`src/rtl/tmap_pkg.sv`:
```
package tmap_pkg;
  // Control-to-datapath strobes
  typedef struct packed {
    logic load;     // capture the command and zero the sweep counters
    logic advance;  // step to the next row / unit
  } tmapStrobe_t;

  typedef enum logic [1:0] {
    ST_IDLE  = 2'd0,
    ST_SWEEP = 2'd1,
    ST_FIN   = 2'd2
  } tmapState_t;
endpackage

```
`src/rtl/tmap_ctrl.sv`:
```
module tmap_ctrl
  import tmap_pkg::*;
(
  input  logic        clk,
  input  logic        rstN,
  input  logic        cmdValid,
  input  logic        sweepEnd,
  output tmapStrobe_t strobe,
  output logic        cmdReady,
  output logic        busy,
  output logic        done
);
  tmapState_t state, stateNext;

  always_comb begin
    strobe.load    = cmdValid && (state != ST_SWEEP);
    strobe.advance = (state == ST_SWEEP);
    stateNext      = state;
    case (state)
      ST_IDLE:  if (cmdValid) stateNext = ST_SWEEP;
      ST_SWEEP: if (sweepEnd) stateNext = ST_FIN;
      ST_FIN:   stateNext = cmdValid ? ST_SWEEP : ST_IDLE;
      default:  stateNext = ST_IDLE;
    endcase
  end

  always_ff @(posedge clk) begin
    if (!rstN) state <= ST_IDLE;
    else       state <= stateNext;
  end

  assign cmdReady = (state != ST_SWEEP);
  assign busy     = (state == ST_SWEEP);
  assign done     = (state == ST_FIN);
endmodule

```
`src/rtl/tmap_datapath.sv`:
```
module tmap_datapath
  import tmap_pkg::*;
#(
  parameter int W = 2,
  parameter int N = 3,
  parameter int K = 4,
  parameter int L = 2,
  localparam int C  = N * W,
  localparam int KW = $clog2(K),
  localparam int LW = $clog2(L),
  localparam int NW = (N > 1) ? $clog2(N) : 1,
  localparam int AW = KW + LW
) (
  input  logic          clk,
  input  logic          rstN,
  input  tmapStrobe_t   strobe,
  input  logic          cmdDelete,
  input  logic [AW-1:0] cmdAddr,
  input  logic [C-1:0]  cmdValue,
  input  logic [C-1:0]  cmdMask,
  output logic          sweepEnd,
  output logic [LW-1:0] wrLayer,
  output logic [NW-1:0] wrUnit,
  output logic [W-1:0]  wrRow,
  output logic [K-1:0]  wrColSel,
  output logic          wrBit
);
  logic          delReg;
  logic [AW-1:0] addrReg;
  logic [C-1:0]  valReg, maskReg;
  logic [NW-1:0] unitCnt;
  logic [W-1:0]  rowCnt;

  always_ff @(posedge clk) begin
    if (!rstN) begin
      delReg  <= 1'b0;
      addrReg <= '0;
      valReg  <= '0;
      maskReg <= '0;
      unitCnt <= '0;
      rowCnt  <= '0;
    end else if (strobe.load) begin
      delReg  <= cmdDelete;
      addrReg <= cmdAddr;
      valReg  <= cmdValue;
      maskReg <= cmdMask;
      unitCnt <= '0;
      rowCnt  <= '0;
    end else if (strobe.advance) begin
      rowCnt <= rowCnt + 1'b1;
      if (rowCnt == '1) unitCnt <= unitCnt + 1'b1;
    end
  end

  // Split the rule into per-unit subwords
  logic [W-1:0] subVal  [N];
  logic [W-1:0] subMask [N];
  for (genvar g = 0; g < N; g++) begin : g_split
    assign subVal[g]  = valReg[g*W +: W];
    assign subMask[g] = maskReg[g*W +: W];
  end

  logic [W-1:0] curVal, curMask;
  always_comb begin
    curVal  = '0;
    curMask = '0;
    for (int i = 0; i < N; i++) begin
      if (unitCnt == NW'(i)) begin
        curVal  = subVal[i];
        curMask = subMask[i];
      end
    end
  end

  // Column decode from the low address bits
  logic [KW-1:0] colIdx;
  assign colIdx = addrReg[KW-1:0];
  for (genvar c = 0; c < K; c++) begin : g_col
    assign wrColSel[c] = (colIdx == KW'(c));
  end

  assign wrLayer  = addrReg[AW-1:KW];
  assign wrUnit   = unitCnt;
  assign wrRow    = rowCnt;
  assign wrBit    = !delReg && (((rowCnt ^ curVal) & ~curMask) == '0);
  assign sweepEnd = (unitCnt == NW'(N-1)) && (rowCnt == '1);
endmodule

```
`src/rtl/ternary_rule_mapper.sv`:
```
module ternary_rule_mapper
  import tmap_pkg::*;
#(
  parameter int W = 2,
  parameter int N = 3,
  parameter int K = 4,
  parameter int L = 2,
  localparam int C  = N * W,
  localparam int KW = $clog2(K),
  localparam int LW = $clog2(L),
  localparam int NW = (N > 1) ? $clog2(N) : 1,
  localparam int AW = KW + LW
) (
  input  logic          clk,
  input  logic          rstN,
  input  logic          cmdValid,
  output logic          cmdReady,
  input  logic          cmdDelete,
  input  logic [AW-1:0] cmdAddr,
  input  logic [C-1:0]  cmdValue,
  input  logic [C-1:0]  cmdMask,
  output logic          wrEn,
  output logic [LW-1:0] wrLayer,
  output logic [NW-1:0] wrUnit,
  output logic [W-1:0]  wrRow,
  output logic [K-1:0]  wrColSel,
  output logic          wrBit,
  output logic          busy,
  output logic          done
);
  tmapStrobe_t strobe;
  logic        sweepEnd;

  tmap_ctrl u_ctrl (
    .clk      (clk),
    .rstN     (rstN),
    .cmdValid (cmdValid),
    .sweepEnd (sweepEnd),
    .strobe   (strobe),
    .cmdReady (cmdReady),
    .busy     (busy),
    .done     (done)
  );

  tmap_datapath #(.W(W), .N(N), .K(K), .L(L)) u_dp (
    .clk       (clk),
    .rstN      (rstN),
    .strobe    (strobe),
    .cmdDelete (cmdDelete),
    .cmdAddr   (cmdAddr),
    .cmdValue  (cmdValue),
    .cmdMask   (cmdMask),
    .sweepEnd  (sweepEnd),
    .wrLayer   (wrLayer),
    .wrUnit    (wrUnit),
    .wrRow     (wrRow),
    .wrColSel  (wrColSel),
    .wrBit     (wrBit)
  );

  assign wrEn = busy;
endmodule

```
`config.mk`:
```
export PLATFORM = sky130hd
export DESIGN_NAME = ternary_rule_mapper
export DESIGN_NICKNAME = d
export VERILOG_FILES = /design/src/rtl/tmap_pkg.sv /design/src/rtl/tmap_ctrl.sv /design/src/rtl/tmap_datapath.sv /design/src/rtl/ternary_rule_mapper.sv
export SDC_FILE = /design/constraint.sdc
export NUM_CORES = 1
export LEC_CHECK = 0
export BUFFER_PORTS_ARGS = -buffer_cell sky130_fd_sc_hd__buf_2
export CAP_MARGIN = 20
export CORE_MARGIN = 2
export CORE_UTILIZATION = 30
export DETAILED_ROUTE_END_ITERATION = 16
export GPL_TIMING_DRIVEN = 0
export SYNTH_ARGS = -nofsm -noshare
export SYNTH_HDL_FRONTEND = slang
export SYNTH_HIERARCHICAL = 1
export SYNTH_SLANG_ARGS = --single-unit
```
`constraint.sdc`:
```
create_clock -name clk -period 2.03 [get_ports clk]
set_input_delay 0.203 -clock clk [delete_from_list [all_inputs] [get_ports clk]]
set_output_delay 0.203 -clock clk [all_outputs]
set_load 0.02 [all_outputs]
```
; ---- After elaboration in Yosys (flattened, before gate mapping)
; Index checks and enable logic that the tools add are counted.
[word_totals]
reg_bits = 22
wordCells = 45
[classes]
n_addsub = 2
n_eq_ne = 11
muxes = 10
bitwise = 4
reduce_logical = 11
[op_table]
columns = cell, n
row1 = 2-to-1 mux 2 bit, 8
row2 = == test 2 bit (second input constant), 5
row3 = zero test 2 bit, 4
row4 = == test 2 x 1 -> 1 bit (second input constant), 3
row5 = case mux 2 bit (3 select lines), 1
row6 = adder 2 x 1 -> 2 bit (second input constant), 2
row7 = inequality test 2 x 1 -> 1 bit (second input constant), 2
row8 = AND reduction 2 bit, 2
row9 = logical AND 1 bit, 3
row10 = AND 2 bit, 1
row11 = inequality test 2 bit (second input constant), 1
row12 = NOT 2 bit, 1
row13 = OR reduction 2 bit, 1
row14 = bitwise XOR 2 bit, 1
row15 = zero test 1 bit, 1
row16 = 2-to-1 mux 1 bit, 1
row17 = NOT 1 bit, 1

; ---- Longest topological paths before layout
; Gate-level depths: netlist of the first run.
[depth]
depth_word = 8
ltp_mapped = 7
mapped_depth_nobuf = 7

; ---- Cells and area by module
; Netlist of the first run, hierarchy kept.
[by_module_without_submodules]
columns = mod, instances, cells_per_inst, area_per_inst_um2, seq_area_each_um2
row1 = tmap_datapath, 1, 94, 948.4, 400.4
row2 = tmap_ctrl, 1, 11, 112.6, 40.0
row3 = ternary_rule_mapper, 1, 1, 7.5, 0.0

; ---- Least setup slack after synthesis of the first run
; Ideal clock, no wire load.
[synth_path]
path_type = register to output
from = reg u_dp.unitCnt[0] (netlist: u_dp/wrUnit[0])
to = out wrBit
arrival_ps = 2220
required_ps = 1827
setup_slack_ps = -393
path_stages_with_launch = 8
path_cell_list = dfxtp_1 inv_1 ha_1 nor2b_2 a221o_1 nand2b_1 a21oi_1 a2111oi_1
[synth_via]
elab_chain_cells = 8
word_cells_on_any_way = 14
cone_classes = eq/ne (2) / mux (6) / bitwise (3) / reduce/logical (3)
[synth_lines]
columns = element, line
row1 = from (decl), tmap_datapath.sv:31  ; logic [NW-1:0] unitCnt;
row2 = from (signal assigned), tmap_datapath.sv:51  ; if (rowCnt == '1) unitCnt <= unitCnt + 1'b1;
row3 = zero test 2 bit, tmap_datapath.sv:68  ; if (unitCnt == NW'(i)) begin
row4 = 2-to-1 mux 2 bit (3 in a row), tmap_datapath.sv:68
row5 = bitwise XOR 2 bit or NOT 2 bit (tied branches), tmap_datapath.sv:85  ; assign wrBit = !delReg && (((rowCnt ^ curVal) & ~curMask) == '0);
row6 = AND 2 bit *, tmap_datapath.sv:85
row7 = zero test 2 bit *, tmap_datapath.sv:85
row8 = logical AND 1 bit *, tmap_datapath.sv:85
row9 = to (decl), ternary_rule_mapper.sv:27  ; output logic wrBit,
; Every way passes the cells marked *; elsewhere a longest branch is shown, timed or not.

; ---- Final worst setup path of the first run
; Same ends and word-level chain as after synthesis.

==> run_results.csv, run 1 <==
group,metric,value,unit
floorplanning,die_h,63.7,µm
place,dpl-instance-area,1300,µm²
worst_setup_path,worst_ep_arrival_time,2.05,ns
worst_setup_path,worstPathRequired,1.83,ns
place,placedCellCount,184,
worst_setup_path,regToRegStartpoint,"u_ctrl/state[0]$_SDFFE_PN0P_",
routing,routed_via_density,4.44,
place,post-place-ws,0.0435,ns
synthesis,synth.most_common_cell,"dfxtp_1",
global_route,use_met2,20.4,%
pwr,total_power,0.00102,W
final_layout,final_area,1460,µm²
pwr,irDropWorstVdd,235,µV
global_route,grt_pass1_wl,3.68,mm
sta,worst_slew_pin_slew,0.318,ns
final_layout,drive_above_1_share,43.8,%
synthesis,avgSynthCellArea,10.1,µm²
final_layout,instances_no_fill,192,
global_route,grt-busiest-layer,"met2",
outcome,violations,"negative setup slack",
clock_network,htreeDepth,1,
place,io_buffers,32,
synthesis,synthTopCellsByArea,"dfxtp_1 (41%), mux2i_1 (16%), nor2b_1 (11%), ha_1 (4.7%), nand3b_1 (2.8%)",
synthesis,synthCells,106,
place,place_hpwl,1.67,mm
floorplanning,dieWidth,63.7,µm
synthesis,synth_edf_count,0,
routing,drc,0,
clock_network,cts_tree,"yes",
routing,vias,853,
sta,finalWorstSetupSlack,-0.227,ns
synthesis,yosysTopAreaCell,"dfxtp_1",
sta,fin_crit,2.26,ns
sta,final-hold-violation-count,0,
pwr,power.leakage,0.629,nW
clock_network,clock-sinks,22,
sta,slew_violations,0,
worst_setup_path,worstPathCellList,"buf_6 > ha_4 > buf_6 > a221o_1 > nand2b_1 > a21oi_2 > a2111oi_4 > buf_4",
synthesis,synthTopCellsByCount,"dfxtp_1 (22), nor2b_1 (18), mux2i_1 (17)",
synthesis,synth_cell_type_count,29,
global_route,met1_usage,13.5,%
synthesis,syn_area,1070,µm²
clock_network,cts.clk_slew.worst_paths,0.12,ns
worst_setup_path,startpoint_type,"flip-flop",
synthesis,syn-num-nets,129,
final_layout,multi_input_area,662,µm²
global_route,grt_max_degree,14,
sta,clock.fmax,443,MHz
worst_setup_path,crit_slowest_cell,"dfxtp_4",
worst_setup_path,r2r_slack,0.39,ns
global_route,met3_usage,1.96,%
sta,post-route-period-util,111,%
global_route,grt_pass1_vias,804,
clock_network,cts_root_buffer,"clkbuf_4",
place,globalplace.congestion,0.820,
synthesis,synth_top_area_share,41.2,%
sta,tns,-0.227,ns
worst_setup_path,critPathMaxStageDelay,0.37,ns
worst_setup_path,worst_path_most_repeated_cell,"buf_6",
global_route,grt_util_all_layers,11.9,%
floorplanning,io_pins,33,
synthesis,yosysSeqAreaShare,41.2,%
floorplanning,core,3390,µm²
worst_setup_path,crit_family,"compound AO/OA/AOI/OAI gates",
synthesis,synth-seq-cells,22,
final_layout,area_growth_syn_to_layout,37.0,%
global_route,overflow,0,
sta,rsz0062_at_grt,"true",
worst_setup_path,r2r_cells,7,
final_layout,nFillCells,337,
sta,relSlewSlack,78.7,%
worst_setup_path,cp.depth,8,
clock_network,clk_latency,0.31,ns
worst_setup_path,startpoint,"u_dp/wrUnit[0]$_SDFFE_PP0P_",
routing,drt_wl_total,2.29,mm
final_layout,n_antenna_cell,0,
final_layout,layout.nets,170,
sta,fin_skew,0.00529,ns
outcome,status,"finished, violations left",
routing,dr.pass1.iters,3,
final_layout,regArea,445,µm²
clock_network,clock_path_buffers,2,
floorplanning,die_area,4060,µm²
synthesis,ys_async_sr_fraction,0,%
worst_setup_path,cp_max_fo,6,
synthesis,yosysWarnings,6,
synthesis,synth_flop_cell,"dfxtp_1",
worst_hold_path,hold_path_depth,3,
flow_run,cap_violations,0,
floorplanning,rows,21,
clock_network,hold_buffers,0,
routing,routedWlPerCell,11.9,µm
clock_network,numCtsBuffers,3,
routing,drtAntennaViolNets,0,
routing,drtIter0Drc,21,
worst_setup_path,setup.worst_path.end_class,"output pin",
pwr,cellPowerDensity,696,nW/µm²
worst_hold_path,hold_path.class,"input port to flip-flop",
worst_setup_path,cp.buffers_inverters,3,
floorplanning,initial_core_util,31.5,%
worst_setup_path,crit_end,"wrBit",
worst_setup_path,worstSetupPathType,"flip-flop to output pin",
global_route,antenna_found_initial,0,
sta,setup_viol,1,
worst_setup_path,worstReg2RegEnd,"u_dp/wrUnit[1]$_SDFFE_PP0P_",
## registers in the layout, summed over array words and instances (netlist names)
signal and flops:
u_dp/wrRow 2, u_dp/delReg 1, u_dp/wrUnit 2, u_dp/addrReg 3
u_ctrl/state 2, u_dp/maskReg 6, u_dp/valReg 6
## layout make-up
type	instances	share of cell area (%)
clock inverter	1	2.05
timing repair buffer	36	13.7
sequential	22	30.4
inverter	4	1.20
clock buffer	3	1.54
buffer	5	1.97
tap	46	3.93
multi-input combinational	75	45.2
## placed cells by master, fill, tap and decap left out
cell,count
buf_2,33
dfxtp_1,20
nor2b_1,18
mux2i_1,17
buf_4,5
nand3b_1,4
nor2_1,4
clkbuf_4,3
nand2b_1,3
nand2_1,3
a21oi_1,3
xnor2_1,3
ha_4,3
buf_6,2
inv_2,2
and2_1,2
bufinv_16,1
and2b_2,1
nor2b_4,1
and2_4,1
and3_2,1
o21ai_2,1
inv_4,1
inv_1,1
nor2b_2,1
a221o_1,1
a221o_2,1
o32ai_2,1
a21oi_2,1
a2bb2oi_2,1
a211oi_2,1
a2111oi_4,1
clkbuf_1,1
nand3_1,1
ha_1,1
dfxtp_4,1
dfxtp_2,1
## worst min-delay path by stage
stage / startpoint / endpoint / slack [ns]
after global placement: cmdValid / u_ctrl/state[0]$_SDFFE_PN0P_ / 0.45
after detailed placement: cmdValid / u_ctrl/state[0]$_SDFFE_PN0P_ / 0.46
after CTS: cmdValid / u_ctrl/state[0]$_SDFFE_PN0P_ / 0.13
after floorplan: rstN / u_dp/maskReg[2]$_SDFFE_PN0P_ / 0.33
final: cmdMask[1] / u_dp/maskReg[1]$_SDFFE_PN0P_ / 0.14
after global routing: cmdMask[0] / u_dp/maskReg[0]$_SDFFE_PN0P_ / 0.14
## kinds of logic after synthesis
group,count (synthesis),share of synthesized area [%]
simple gates,40,23.7
buf+inv,9,4.10
compound gates,11,7.96
xor+xnor,3,2.46
flops,22,41.2
fa+ha+maj,4,4.68
mux,17,15.9
## per-layer routing
layer  up-vias  part of all wire (%)  routed length, µm
met5         -                     0                  0
met4         0                   2.8                 63
met1       391                    42                962
li1        441                     -                  -
met2        15                    52               1190
met3         6                   3.1                 70
## per-stage QoR
step           util [%]  hold slack, ns
3_5_place_dp       38.5           0.465
3_3_place_gp       38.5           0.454
6_report           43.2           0.138
2_1_floorplan         -           0.331
4_1_cts            42.5           0.135
5_1_grt            43.2           0.137
## what timing repair did
item                                    in CTS  in global routing
endpoints found under the setup margin       1                  1
pin swaps                                    7                  5
setup buffers                                3                  1
resized for setup                           15                  4
## tightest hold or removal path, stage by stage
cell	delay (ns)
buf_2	0.07
mux2i_1	0.05
nor2b_1	0.09
## report_power, final
part           internal [W]  leakage (nW)  total (W)  switching (W)
combinational      0.000105         0.420   0.000207       0.000102
sequential         0.000457         0.182   0.000479      0.0000214
clock              0.000200        0.0279   0.000334       0.000134
total              0.000762         0.629    0.00102       0.000257
No activity file was read; power rests on OpenSTA's default activity.
==> run 2: changes to the inputs <==
- ABC_CLOCK_PERIOD_IN_PS: unset -> 2029
- GPL_TIMING_DRIVEN: 0 -> 1
==> run_results.csv, run 2 (same netlist as run 1, synthesis figures left out) <==
group,metric,value,unit
final_layout,top_regs,"u_dp/maskReg: 6 flops, u_dp/valReg: 6 flops, u_dp/addrReg: 3 flops",
pwr,clkPwrFrac,25.6,%
clock_network,clk_latency,0.30,ns
floorplanning,initial_core_util,31.5,%
routing,drc,0,
routing,routedWlPerCell,12.2,µm
sta,setup_viol,1,
sta,fin_skew,0.00494,ns
final_layout,layout_commonest_cell,"buf_2",
pwr,p_switching,0.000242,W
pwr,comb_power_share,21.4,%
global_route,overflow,0,
final_layout,n_antenna_cell,0,
flow_run,cap_violations,0,
clock_network,cts.clk_slew.worst_paths,0.12,ns
routing,drtAntennaViolNets,0,
sta,slew_violations,0,
outcome,violations,"negative setup slack",
sta,relSlewSlack,80.2,%
worst_setup_path,startpoint,"u_dp/wrUnit[0]$_SDFFE_PP0P_",
sta,worst_slew_pin_slew,0.298,ns
worst_hold_path,hold_path.class,"input port to flip-flop",
clock_network,cts_root_buffer,"clkbuf_4",
place,globalplace.congestion,0.674,
worst_setup_path,worst_ep_arrival_time,2.00,ns
place,io_buffers,32,
worst_setup_path,worstPathRequired,1.83,ns
routing,dr.pass1.iters,3,
final_layout,post-route-util,41.5,%
clock_network,htreeDepth,1,
global_route,grt_max_degree,21,
global_route,antenna_found_initial,0,
routing,vias,847,
worst_setup_path,setup.worst_path.end_class,"output pin",
final_layout,layout.nets,165,
sta,fin_crit,2.20,ns
worst_setup_path,cp_max_fo,6,
clock_network,cts_tree,"yes",
final_layout,nFillCells,328,
clock_network,clock-sinks,22,
worst_setup_path,regToRegStartpoint,"u_ctrl/state[0]$_SDFFE_PN0P_",
worst_setup_path,r2r_cells,5,
final_layout,instances_no_fill,187,
place,place_hpwl,1.62,mm
floorplanning,dieWidth,63.7,µm
routing,routed_via_density,4.53,
sta,clock.fmax,455,MHz
worst_setup_path,worstSetupPathType,"flip-flop to output pin",
pwr,power_frac_seq,53.0,%
worst_setup_path,crit_end,"wrBit",
pwr,power_switching_share,26.7,%
final_layout,mostFrequentLayoutCells,"buf_2 (31), dfxtp_1 (20), nor2b_1 (18), mux2i_1 (17)",
clock_network,numCtsBuffers,3,
worst_setup_path,r2r_slack,0.62,ns
pwr,p_int,0.000665,W
pwr,irDropWorstVdd,238,µV
final_layout,area_growth_syn_to_layout,31.5,%
routing,drt_wl_total,2.29,mm
floorplanning,rows,21,
outcome,status,"finished, violations left",
worst_setup_path,startpoint_type,"flip-flop",
floorplanning,die_h,63.7,µm
global_route,grt_pass1_wl,3.76,mm
floorplanning,core,3390,µm²
pwr,power.leakage,0.608,nW
floorplanning,die_area,4060,µm²
routing,drtIter0Drc,9,
sta,rsz0062_at_grt,"true",
sta,post-route-period-util,108,%
global_route,grt_pass1_vias,840,
sta,finalWorstSetupSlack,-0.168,ns
clock_network,clock_path_buffers,2,
worst_setup_path,worstReg2RegEnd,"u_dp/wrUnit[1]$_SDFFE_PP0P_",
sta,final-hold-violation-count,0,
floorplanning,io_pins,33,
place,placedCellCount,180,
pwr,total_power,0.000907,W
global_route,grt_util_all_layers,11.6,%
pwr,cellPowerDensity,645,nW/µm²
final_layout,drive_above_1_share,41.8,%
## run 2: final cells by class
cell class,count,area (µm²),share of cell area [%]
clock buffers,4,36.3,2.58
inverters,4,15.0,1.07
multi-input cells,75,657,46.7
flip-flops and latches,22,443,31.5
well taps,46,57.6,4.10
repair buffers,36,196,14.0
## run 2: timing repair
action,CTS,global route
endpoints found under the setup margin,1,1
pin swaps,6,2
hold buffers,0,0
resized for setup,15,0
setup buffers,4,0
## run 2: worst min path at each step
| stage | from | end | slack (ns) | cells after the start |
|---|---|---|---|---|
| finish | cmdMask[0] | u_dp/maskReg[0]$_SDFFE_PN0P_ | 0.15 | 3 |
| global route | cmdMask[0] | u_dp/maskReg[0]$_SDFFE_PN0P_ | 0.15 | 3 |
| CTS | cmdMask[0] | u_dp/maskReg[0]$_SDFFE_PN0P_ | 0.14 | 3 |
| detailed placement | cmdValid | u_ctrl/state[0]$_SDFFE_PN0P_ | 0.47 | 3 |
| global placement | cmdValid | u_ctrl/state[0]$_SDFFE_PN0P_ | 0.45 | 3 |
| floorplan | rstN | u_dp/maskReg[2]$_SDFFE_PN0P_ | 0.33 | 1 |
## run 2: power by group through the flow
| stage | sequential (W) | clock [W] | combinational, W |
|---|---|---|---|
| floorplan | 0.000488 | 0 | 0.000139 |
| global placement | 0.000488 | 0 | 0.000190 |
| detailed placement | 0.000489 | 0 | 0.000192 |
| CTS | 0.000480 | 0.000242 | 0.000197 |
| global route | 0.000485 | 0.000262 | 0.000212 |
| finish | 0.000480 | 0.000232 | 0.000194 |
## run 2: critical path: stages (launching register included)
cell	delay (ns)
dfxtp_2	0.35
buf_6	0.12
ha_4	0.17
buf_4	0.14
nor2b_4	0.11
a221o_1	0.18
o32ai_2	0.09
a2111oi_4	0.35
buf_4	0.19
## run 2: routing by layer
| layer | global-route usage (%) | share of wire [%] | vias up |
|---|---|---|---|
| li1 | - | - | 435 |
| met1 | 13.6 | 45 | 391 |
| met2 | 19.5 | 49 | 15 |
| met3 | 1.79 | 2.7 | 6 |
| met4 | 7.88 | 2.8 | 0 |
| met5 | 0 | 0 | - |
## run 2: stage by stage
step	TNS (ns)	area [µm²]	hold slack [ns]	setup slack, ns
after floorplan	0	1090	0.331	0.00168
after global placement	0	1280	0.454	0.0312
after detailed placement	0	1280	0.467	0.00746
after CTS	-0.176	1410	0.145	-0.176
after global routing	-0.268	1410	0.152	-0.268
final	-0.168	1410	0.154	-0.168
